**src/rtl/apwm_pkg.sv**
```systemverilog
package apwm_pkg;

    localparam int BUS_W = 32;

    // control word layout: bit0 run, bit1 wave enable, bit2 invert, bits4:3 sync select
    typedef struct packed {
        logic [1:0] sync_sel;
        logic       invert;
        logic       wave_en;
        logic       run;
    } ctrl_t;

    localparam int CTRL_W = $bits(ctrl_t);

    localparam logic [1:0] SYNC_OFF = 2'b11;

endpackage

```
**src/rtl/apwm_regfile.sv**
```systemverilog
module apwm_regfile
    import apwm_pkg::*;
#(
    parameter int CNT_W  = 32,
    parameter int ADDR_W = 4
) (
    input  logic                   clk,
    input  logic                   rst_n,
    input  logic                   sel,
    input  logic                   we,
    input  logic                   half,
    input  logic [ADDR_W-1:0]      addr,
    input  logic [BUS_W-1:0]       wdata,
    input  logic                   reload,
    output ctrl_t                  ctrl,
    output logic [CNT_W-1:0]       per_act,
    output logic [CNT_W-1:0]       cmp_act,
    output logic [BUS_W-1:0]       rdata
);

    localparam int IDX_W = ADDR_W - 1;
    localparam logic [IDX_W-1:0] I_PER_ACT = IDX_W'(0);
    localparam logic [IDX_W-1:0] I_CMP_ACT = IDX_W'(1);
    localparam logic [IDX_W-1:0] I_PER_SH  = IDX_W'(2);
    localparam logic [IDX_W-1:0] I_CMP_SH  = IDX_W'(3);
    localparam logic [IDX_W-1:0] I_CTRL    = IDX_W'(4);

    typedef struct packed {
        logic [CNT_W-1:0] per_act;
        logic [CNT_W-1:0] cmp_act;
        logic [CNT_W-1:0] per_sh;
        logic [CNT_W-1:0] cmp_sh;
        ctrl_t            ctrl;
        logic [BUS_W-1:0] rdata;
    } rf_state_t;

    rf_state_t st_d, st_q;

    logic [IDX_W-1:0] idx;
    logic             upper;
    logic [BUS_W-1:0] cur_word;
    logic [BUS_W-1:0] wr_word;
    logic [BUS_W-1:0] rd_pick;
    logic             wr_en;

    assign idx   = addr[ADDR_W-1:1];
    assign upper = addr[0];
    assign wr_en = sel && we;

    always_comb begin
        case (idx)
            I_PER_ACT: cur_word = BUS_W'(st_q.per_act);
            I_CMP_ACT: cur_word = BUS_W'(st_q.cmp_act);
            I_PER_SH:  cur_word = BUS_W'(st_q.per_sh);
            I_CMP_SH:  cur_word = BUS_W'(st_q.cmp_sh);
            I_CTRL:    cur_word = BUS_W'(st_q.ctrl);
            default:   cur_word = '0;
        endcase

        if (!half) begin
            wr_word = wdata;
            rd_pick = cur_word;
        end else if (upper) begin
            wr_word = {wdata[15:0], cur_word[15:0]};
            rd_pick = {16'h0000, cur_word[31:16]};
        end else begin
            wr_word = {cur_word[31:16], wdata[15:0]};
            rd_pick = {16'h0000, cur_word[15:0]};
        end
    end

    always_comb begin
        st_d = st_q;

        // shadow pair becomes active on the wrap clock
        if (reload) begin
            st_d.per_act = st_q.per_sh;
            st_d.cmp_act = st_q.cmp_sh;
        end

        // bus writes come after the reload, so they win
        if (wr_en) begin
            case (idx)
                I_PER_ACT: begin
                    st_d.per_act = CNT_W'(wr_word);
                    st_d.per_sh  = CNT_W'(wr_word);
                end
                I_CMP_ACT: begin
                    st_d.cmp_act = CNT_W'(wr_word);
                    st_d.cmp_sh  = CNT_W'(wr_word);
                end
                I_PER_SH:  st_d.per_sh = CNT_W'(wr_word);
                I_CMP_SH:  st_d.cmp_sh = CNT_W'(wr_word);
                I_CTRL:    st_d.ctrl   = ctrl_t'(wr_word[CTRL_W-1:0]);
                default:   ;
            endcase
        end

        if (sel && !we) begin
            st_d.rdata = rd_pick;
        end
    end

    always_ff @(posedge clk or negedge rst_n) begin
        if (!rst_n) begin
            st_q <= '0;
        end else begin
            st_q <= st_d;
        end
    end

    assign ctrl    = st_q.ctrl;
    assign per_act = st_q.per_act;
    assign cmp_act = st_q.cmp_act;
    assign rdata   = st_q.rdata;


    shadow_load_chk: assert property (@(posedge clk) disable iff (!rst_n)
        (reload && !(wr_en && idx == I_PER_ACT)) |=> (st_q.per_act == $past(st_q.per_sh)));


    mirror_chk: assert property (@(posedge clk) disable iff (!rst_n)
        (wr_en && idx == I_PER_ACT) |=> (st_q.per_sh == st_q.per_act));

endmodule

```
**src/rtl/apwm_timebase.sv**
```systemverilog
module apwm_timebase #(
    parameter int CNT_W = 32
) (
    input  logic             clk,
    input  logic             rst_n,
    input  logic             run,
    input  logic             wave_en,
    input  logic             sync_en,
    input  logic             sync_in,
    input  logic [CNT_W-1:0] period,
    output logic [CNT_W-1:0] count,
    output logic             reload
);

    typedef struct packed {
        logic [CNT_W-1:0] cnt;
    } tb_state_t;

    tb_state_t st_d, st_q;
    logic      sync_hit;

    assign sync_hit = run && sync_en && sync_in;
    assign reload   = run && !sync_hit && (st_q.cnt == period);

    always_comb begin
        st_d = st_q;
        if (run) begin
            if (sync_hit || reload) begin
                st_d.cnt = '0;
            end else begin
                st_d.cnt = st_q.cnt + CNT_W'(1);
            end
        end else if (!wave_en) begin
            st_d.cnt = '0;
        end
    end

    always_ff @(posedge clk or negedge rst_n) begin
        if (!rst_n) begin
            st_q <= '0;
        end else begin
            st_q <= st_d;
        end
    end

    assign count = st_q.cnt;


    wrap_chk: assert property (@(posedge clk) disable iff (!rst_n)
        (run && !sync_hit && count == period) |=> (count == '0));


    step_chk: assert property (@(posedge clk) disable iff (!rst_n)
        (run && !sync_hit && count != period) |=> (count == $past(count) + CNT_W'(1)));


    hold_chk: assert property (@(posedge clk) disable iff (!rst_n)
        (!run && wave_en) |=> $stable(count));


    park_chk: assert property (@(posedge clk) disable iff (!rst_n)
        (!run && !wave_en) |=> (count == '0));


    sync_clear_chk: assert property (@(posedge clk) disable iff (!rst_n)
        (run && sync_en && sync_in) |=> (count == '0));

endmodule

```
**src/rtl/apwm_shaper.sv**
```systemverilog
module apwm_shaper #(
    parameter int CNT_W = 32
) (
    input  logic             wave_en,
    input  logic             invert,
    input  logic [CNT_W-1:0] count,
    input  logic [CNT_W-1:0] compare,
    output logic             wave
);

    logic below;

    always_comb begin
        below = (count < compare);
        wave  = wave_en & (below ^ invert);
    end

endmodule

```
**src/rtl/pwm_shadow_gen.sv**
```systemverilog
module pwm_shadow_gen
    import apwm_pkg::*;
#(
    parameter int CNT_W  = 32,
    parameter int ADDR_W = 4
) (
    input  logic              clk,
    input  logic              rst_n,
    input  logic              bus_sel,
    input  logic              bus_we,
    input  logic              bus_half,
    input  logic [ADDR_W-1:0] bus_addr,
    input  logic [31:0]       bus_wdata,
    output logic [31:0]       bus_rdata,
    input  logic              sync_in,
    output logic              pwm_out
);

    ctrl_t            ctrl;
    logic [CNT_W-1:0] per_act;
    logic [CNT_W-1:0] cmp_act;
    logic [CNT_W-1:0] count;
    logic             reload;
    logic             sync_en;

    assign sync_en = (ctrl.sync_sel != SYNC_OFF);

    apwm_regfile #(.CNT_W(CNT_W), .ADDR_W(ADDR_W)) u_regs (
        .clk     (clk),
        .rst_n   (rst_n),
        .sel     (bus_sel),
        .we      (bus_we),
        .half    (bus_half),
        .addr    (bus_addr),
        .wdata   (bus_wdata),
        .reload  (reload),
        .ctrl    (ctrl),
        .per_act (per_act),
        .cmp_act (cmp_act),
        .rdata   (bus_rdata)
    );

    apwm_timebase #(.CNT_W(CNT_W)) u_time (
        .clk     (clk),
        .rst_n   (rst_n),
        .run     (ctrl.run),
        .wave_en (ctrl.wave_en),
        .sync_en (sync_en),
        .sync_in (sync_in),
        .period  (per_act),
        .count   (count),
        .reload  (reload)
    );

    apwm_shaper #(.CNT_W(CNT_W)) u_shape (
        .wave_en (ctrl.wave_en),
        .invert  (ctrl.invert),
        .count   (count),
        .compare (cmp_act),
        .wave    (pwm_out)
    );


    off_low_chk: assert property (@(posedge clk) disable iff (!rst_n)
        !ctrl.wave_en |-> !pwm_out);


    no_reload_stopped_chk: assert property (@(posedge clk) disable iff (!rst_n)
        !ctrl.run |-> !reload);

endmodule

```
**config.mk**
```make
export PLATFORM = sky130hd
export DESIGN_NAME = pwm_shadow_gen
export DESIGN_NICKNAME = d
export VERILOG_FILES = /design/src/rtl/apwm_pkg.sv /design/src/rtl/apwm_regfile.sv /design/src/rtl/apwm_timebase.sv /design/src/rtl/apwm_shaper.sv /design/src/rtl/pwm_shadow_gen.sv
export SDC_FILE = /design/constraint.sdc
export NUM_CORES = 1
export LEC_CHECK = 0
export BUFFER_PORTS_ARGS = -buffer_cell sky130_fd_sc_hd__buf_2
export CAP_MARGIN = 40
export CORE_ASPECT_RATIO = 2
export CORE_MARGIN = 4
export CORE_UTILIZATION = 50
export DETAILED_ROUTE_END_ITERATION = 16
export GPL_TIMING_DRIVEN = 0
export PLACE_DENSITY = 0.68
export SYNTH_ARGS = -nofsm -noshare
export SYNTH_HDL_FRONTEND = slang
export SYNTH_SLANG_ARGS = --single-unit
```
**constraint.sdc**
```tcl
create_clock -name clk -period 6 [get_ports clk]
set_input_delay 1.2 -clock clk [delete_from_list [all_inputs] [get_ports clk]]
set_output_delay 1.2 -clock clk [all_outputs]
set_load 0.02 [all_outputs]
```
# Word level (Yosys, flattened, before mapping)
# Index checks and enable logic that the tools add are counted.
# totals
ff_bits,197
input_bits,42
out_inout_bits,33
word_cells,51
# classes
addsub,1
n_lt_le_gt_ge,1
eq_ne,7
muxes,15
bitwise_logic,2
reduce_logical,15
# ops
op,count
2-to-1 mux 32 bit,10
one-hot mux 32 bit (5 select lines),1
2-to-1 mux 133 bit,1
2-to-1 mux 64 bit,1
"adder 32 x 1 -> 32 bit, second input constant",1
== test 32 bit,1
< comparator 32 bit,1
2-to-1 mux 16 bit,1
"== test 3 x 2 -> 1 bit, second input constant",2
logical AND 1 bit,6
AND reduction 2 bit,3
2-to-1 mux 5 bit,1
"!= test 2 bit, second input constant",2
OR reduction 2 bit,2
"== test 3 x 1 -> 1 bit, second input constant",1
"== test 3 bit, second input constant",1
zero test 3 bit,1
zero test 1 bit,2
AND 1 bit,1
logical OR 1 bit,1
XOR 1 bit,1

# Longest topological paths before layout
# Gate-level depths: netlist of the first run.
# logic_depth
word_depth,9
depth_mapped,9
mapped_depth_nobuf,8

# By module
# From an unflattened synthesis of the first run, not the netlist that was laid out.
# unflattened
hier_cells,1336
hier_area_um2,12549.5
# by_module_without_submodules
module,n_inst,cells_per_inst,area_per_inst_um2,seq_area_each_um2
apwm_regfile,1,946,9356.5,4129.0
apwm_timebase,1,279,2392.3,800.8
apwm_shaper,1,110,797.0,0.0
pwm_shadow_gen,1,1,3.8,0.0

# Worst setup path before layout of the first run
# Ideal clock, no wire load.
# synth_timing
path_type,register to output
start,"register u_time.st_q, in the netlist u_time.count[29]"
end,output pwm_out
arrival_time_ps,2131
required_time_ps,4800
path_slack_ps,2669
stages_incl_launch_ff,8
cell_sequence,dfrtp_1 ha_1 nand4_1 or4_1 a21oi_1 o31ai_1 o311ai_0 mux2i_1
# synth_via
elab_chain_len,3
# synth_rtl
element,line,source
"start, declared",apwm_timebase.sv:19,"tb_state_t st_d, st_q;"
"start signal, assigned",apwm_timebase.sv:42,st_q <= st_d;
< comparator 32 bit,apwm_shaper.sv:14,below = (count < compare);
XOR 1 bit,apwm_shaper.sv:15,wave = wave_en & (below ^ invert);
AND 1 bit,apwm_shaper.sv:15,
"end, declared",pwm_shadow_gen.sv:16,output logic pwm_out
# No other way between the ends.

# Final worst setup path of the first run
# Same ends and word-level chain as after synthesis.

==> results.cfg, run 1 <==
[critical_path]
arrival_ns = 3.32
crit_fanout = 8
reg2reg_slack_ns = 2.94
cp-end-kind = primary output
worstRegToRegCells = 7
timing.rr.start = u_time.count[8]
cp-start-kind = flip-flop
crit_required_ns = 4.80
worst_r2r_endpoint = u_time.count[1]
path_class = reg -> out

[clock_network]
clockRootBuffer = clkbuf_16
cts_hold_buf = 0
numCtsBuffers = 17
clock_path_buffers = 2
h-tree-depth = 4
clk_latency_ns = 0.45
cts.clk_slew.worst_paths_ns = 0.07
cts_resized = 0
postCtsSetupBuffers = 0
clock-sinks = 197
tritoncts = built

[routing]
routedWlPerCell_um = 24.2
dr.pass1.iters = 5
drtIter0Drc = 669
vias = 9535
wirelength_um = 37400
ant_nets = 0
drc = 0
viasPerCell = 6.16

[power]
p_seq_frac = 0.459
power_frac_comb = 0.232
p_switching_mw = 1.26
vdd_drop_max_uv = 214
powerDensity_nw_per_um2 = 302
switching_share = 0.326
cell_internal_pwr_mw = 2.60
pwr-share-clk = 0.310
leakagePower_nw = 6.09

[synthesis]
synth_nets = 1241
synth_area_leaders = dfrtp_1 (43%), mux2i_1 (12%), o21ai_0 (6.3%)
synth_area_um2 = 11400
ys_ff_latch = 197
synth_most_common_cell = dfrtp_1
yosys.area.top_type = dfrtp_1
synthTopCellsByCount = dfrtp_1 (197), nand2_1 (172), o21ai_0 (144)
yosysSeqAreaShare = 0.432
netlist_instances = 1167
async_flop_share = 1.00
synth_top_area_share = 0.432
synth.avg_cell_area_um2 = 9.77
yosys_warnings = 0
synth-edff-count = 0
synth_cell_types = 46
synth_flop_cell = dfrtp_1

[sta]
worstMarginPinSlew_ns = 0.882
rsz0062_at_grt = false
finalSetupTns_ns = 0
finalClockSkew_ns = 0.00986
maxSlewHeadroom = 0.412
setup-violations-final = 0
clock.fmax_mhz = 221
min_period_over_period = 0.754
fin_crit_ns = 4.52
drv_slew = 0
hold_violations = 0

[finish]
stdcell_count = 1549
area_growth_pct = 12.1
antenna_cells = 0
final_core_util = 0.574
drive_gt1_frac = 0.159
fin_nets = 1334
nFillCells = 1966

[floorplan]
die-area_um2 = 25400
start_util = 0.512
core_um2 = 22300
dieHeight_um = 222
rows = 77
die_w_um = 115
top_level_ports = 75

[placed_design]
portBuffers = 70
place.gp.congestion = 0.962
dp_cells = 1517
place_hpwl_um = 28900

[global_routing]
overflow = 0
antenna_found_initial = 0
grt_usage = 0.298
grt_pass1_vias = 9648
grt_pass1_wl_um = 56500
grt_max_degree = 121

[run_status]
outcome = finished clean

[min_path]
holdCritPathClass = reg -> reg
hold_end = u_regs.rdata[7]
whs_path_depth = 2
worstHoldStart = u_regs.rdata[7]

[run]
maxCapViolations = 0
## state kept, by name (all words and copies together) (netlist names)
| register | cells |
|---|---|
| u_regs.rdata | 32 |
| u_regs.st_q | 64 |
| u_regs.cmp_act | 32 |
| u_regs.per_act | 32 |
| u_regs.ctrl | 5 |
| u_time.count | 32 |
## cell type report
cell class / count / area [um^2] / share of cell area
Multi-Input combinational cell: 825 / 5780 / 0.452
Sequential cell: 197 / 4930 / 0.386
Buffer: 111 / 561 / 0.0438
Clock buffer: 22 / 484 / 0.0379
Timing Repair Buffer: 74 / 433 / 0.0339
Tap cell: 276 / 345 / 0.0270
Inverter: 34 / 128 / 0.00998
Clock inverter: 10 / 121 / 0.00949
## worst max-delay path, stage by stage (launching register included)
cell	delay, ns
dfrtp_1	0.49
ha_1	0.34
nand4_1	0.17
or4_1	0.68
a21oi_1	0.20
o31ai_1	0.20
o311ai_0	0.23
mux2i_1	0.34
buf_2	0.21
## layout by cell type (no fill, tap or decap), types with 30 or more instances in the layout
cell type and instances:
a21oi_1 46, a31oi_1 30, buf_2 88, buf_4 32
clkbuf_1 55, dfrtp_1 197, ha_1 32, inv_1 34
mux2i_1 133, nand2_1 172, nor2_1 38, o21ai_0 144
xnor2_1 32
## power groups by stage
stage,Clock (mW),Combinational [mW],Sequential [mW]
2_1_floorplan,0,0.622,1.70
3_3_place_gp,0,0.864,1.78
3_5_place_dp,0,0.885,1.79
4_1_cts,1.20,0.890,1.76
5_1_grt,1.25,0.981,1.79
6_report,1.19,0.894,1.77
## layer usage
layer / global-route usage / wire length (um)
met1: 0.322 / 12900
met2: 0.508 / 18900
met3: 0.0415 / 1940
met4: 0.240 / 3650
met5: 0 / 0
## stage by stage
step / power [mW] / hold slack (ns) / setup slack, ns / cell area (um^2)
5_1_grt: 4.02 / 0.506 / 1.43 / 12800
3_5_place_dp: 2.67 / 0.471 / 2.04 / 12200
2_1_floorplan: 2.32 / 0.451 / 2.67 / 11400
3_3_place_gp: 2.64 / 0.463 / 0.414 / 12100
6_report: 3.86 / 0.481 / 1.48 / 12800
4_1_cts: 3.86 / 0.487 / 1.53 / 12800
## worst max path at each step
stage	from	to	depth (start not counted)
2_1_floorplan	u_time.count[29]	pwm_out	7
3_3_place_gp	rst_n	u_regs.st_q[78]	1
3_5_place_dp	u_time.count[23]	pwm_out	8
4_1_cts	u_time.count[29]	pwm_out	8
5_1_grt	u_time.count[1]	pwm_out	7
6_report	u_time.count[29]	pwm_out	8
## cells by family (layout without fill, tap and decap cells)
kind of cell,count (synthesis),after routing,share of synthesized area
DFF,197,197,0.432
adders and majority gates,32,32,0.0351
muxes,172,172,0.182
buffers and inverters,145,251,0.0604
AOI/OAI and AO/OA,272,272,0.136
and+or+nand+nor,317,317,0.130
xor gates and xnor gates,32,32,0.0246
(Power assumes the default switching activity.)
==> run 2: changes to the inputs <==
--- a/config.mk
+++ b/config.mk
@@ -12,7 +12,7 @@
 export CORE_UTILIZATION = 50
 export DETAILED_ROUTE_END_ITERATION = 16
 export GPL_TIMING_DRIVEN = 0
-export PLACE_DENSITY = 0.68
+export PLACE_DENSITY = 0.7
 export SYNTH_ARGS = -nofsm -noshare
 export SYNTH_HDL_FRONTEND = slang
 export SYNTH_SLANG_ARGS = --single-unit
==> constraint.sdc (replaced) <==
create_clock -name clk -period 3.7 [get_ports clk]
set_input_delay 0.74 -clock clk [delete_from_list [all_inputs] [get_ports clk]]
set_output_delay 0.74 -clock clk [all_outputs]
set_load 0.02 [all_outputs]
==> run 2 against run 1 <==
  * Wire length is 1.1% higher
  * Final cell count is 0.32% higher
  * Clock power is 64% higher
  * Largest cell class unchanged
==> results.cfg, run 2 (same netlist as run 1, synthesis figures left out) <==
[finish]
largest_reg_flops = 64
mostFrequentLayoutCells = dfrtp_1 (186), nand2_1 (172), o21ai_0 (144), mux2i_1 (133), buf_2 (87)
regMostFlops = u_regs.st_q
antenna_cells = 0
area_growth_pct = 12.8
drive_gt1_frac = 0.174
stdcell_count = 1554
mostFrequentLayoutCell = dfrtp_1
fin_nets = 1340

[clock_network]
tritoncts = built
clock-sinks = 197
clockRootBuffer = clkbuf_16
h-tree-depth = 4
cts_hold_buf = 0
numCtsBuffers = 17
cts.clk_slew.worst_paths_ns = 0.07
clk_latency_ns = 0.45
clock_path_buffers = 2

[placed_design]
place_ws_ns = 0.237
portBuffers = 70
place_hpwl_um = 29000
place.gp.congestion = 0.959
dp_cells = 1516

[critical_path]
reg2reg_slack_ns = 0.42
max_stage_delay_ns = 0.61
cp-start-kind = flip-flop
crit_start = u_time.count[27]
worstRegToRegCells = 8
cp_num_buf_inv = 1
arrival_ns = 2.93
cp.depth = 8
cp-end-kind = primary output
worst_r2r_endpoint = u_time.count[28]
crit_fanout = 3
cp_slowest_cell = or4_4
path_class = reg -> out
critical_path.top_delay_family = simple AND/OR/NAND/NOR gates
timing.rr.start = u_time.count[8]
crit_required_ns = 2.96
path_cells = ha_1, nand4_1, or4_4, a21oi_2, o31ai_2, o311ai_1, mux2i_1, buf_4

[sta]
finalClockSkew_ns = 0.0134
clock.fmax_mhz = 273
fin_crit_ns = 3.67
hold_violations = 0
setup-violations-final = 0
drv_slew = 0
min_period_over_period = 0.992
maxSlewHeadroom = 0.398
holdWs_ns = 0.254
setup_ws_ns = 0.0303
worstMarginPinSlew_ns = 0.895

[routing]
wirelength_um = 37900
viasPerCell = 6.24
drtIter0Drc = 691
vias = 9695
routedWlPerCell_um = 24.4
dr.pass1.iters = 6
ant_nets = 0
drc = 0

[global_routing]
grt_usage = 0.305
grt_pass1_wl_um = 57700
overflow = 0
antenna_found_initial = 0
use_met2 = 0.521
grt.busiest_layer = met2
use_met3 = 0.0565
grt_max_degree = 113
met1_usage = 0.318
grt_pass1_vias = 10000

[floorplan]
dieHeight_um = 222
rows = 77
die-area_um2 = 25400
core_um2 = 22300
top_level_ports = 75
die_w_um = 115
start_util = 0.512

[run_status]
outcome = finished clean

[run]
maxCapViolations = 0

[power]
vdd_drop_max_uv = 490
leakagePower_nw = 6.10
powerDensity_nw_per_um2 = 489

[min_path]
holdCritPathClass = in -> async
## run 2: how the worst max path moves through the flow
stage / end / slack [ns]
4_1_cts: pwm_out / 0.005
3_5_place_dp: pwm_out / 0.24
2_1_floorplan: pwm_out / 0.83
3_3_place_gp: u_regs.cmp_act[10] / -1.43
5_1_grt: pwm_out / -0.02
6_report: pwm_out / 0.03
## run 2: final cells by class
cell class	count	area (um^2)
inverters	34	128
flip-flops and latches	197	4940
repair buffers	80	469
multi-input cells	825	5810
clock inverters	12	154
clock buffers	19	453
plain buffers	111	561
fillers	1926	9390
well taps	276	345
## run 2: per-layer routing
layer / wire (um) / share of wire
met3: 2250 / 0.059
met5: 0 / 0
met2: 19200 / 0.51
met1: 12700 / 0.33
met4: 3700 / 0.098
## run 2: timing repair
item,CTS,global route
pin swaps,1,0
endpoints found under the setup margin,1,1
resized for setup,14,4
setup buffers,5,2
## run 2: stage by stage
stage / cell area, um^2 / power (mW) / setup TNS, ns / utilization
3_5_place_dp: 12200 / 4.34 / 0 / 0.546
6_report: 12900 / 6.29 / 0 / 0.578
4_1_cts: 12800 / 6.28 / 0 / 0.576
2_1_floorplan: 11400 / 3.77 / 0 / -
5_1_grt: 12900 / 6.58 / -0.0160 / 0.578
3_3_place_gp: 12100 / 4.28 / -278.48 / 0.544
## run 2: worst register-to-register path, cell delays in order, from the launching register on
cell	delay [ns]
dfrtp_1	0.48
xnor2_1	0.47
nand4_1	0.14
nor4_1	0.80
a21oi_1	0.39
buf_2	0.30
buf_1	0.29
a21oi_1	0.21
a31oi_1	0.06
## run 2: report_power, final
part / switching, mW / total, mW / internal (mW) / leakage (nW)
clock network: 0.858 / 1.95 / 1.10 / 0.291
logic: 0.840 / 1.47 / 0.633 / 3.26
registers: 0.352 / 2.87 / 2.51 / 2.55
total: 2.05 / 6.29 / 4.24 / 6.10
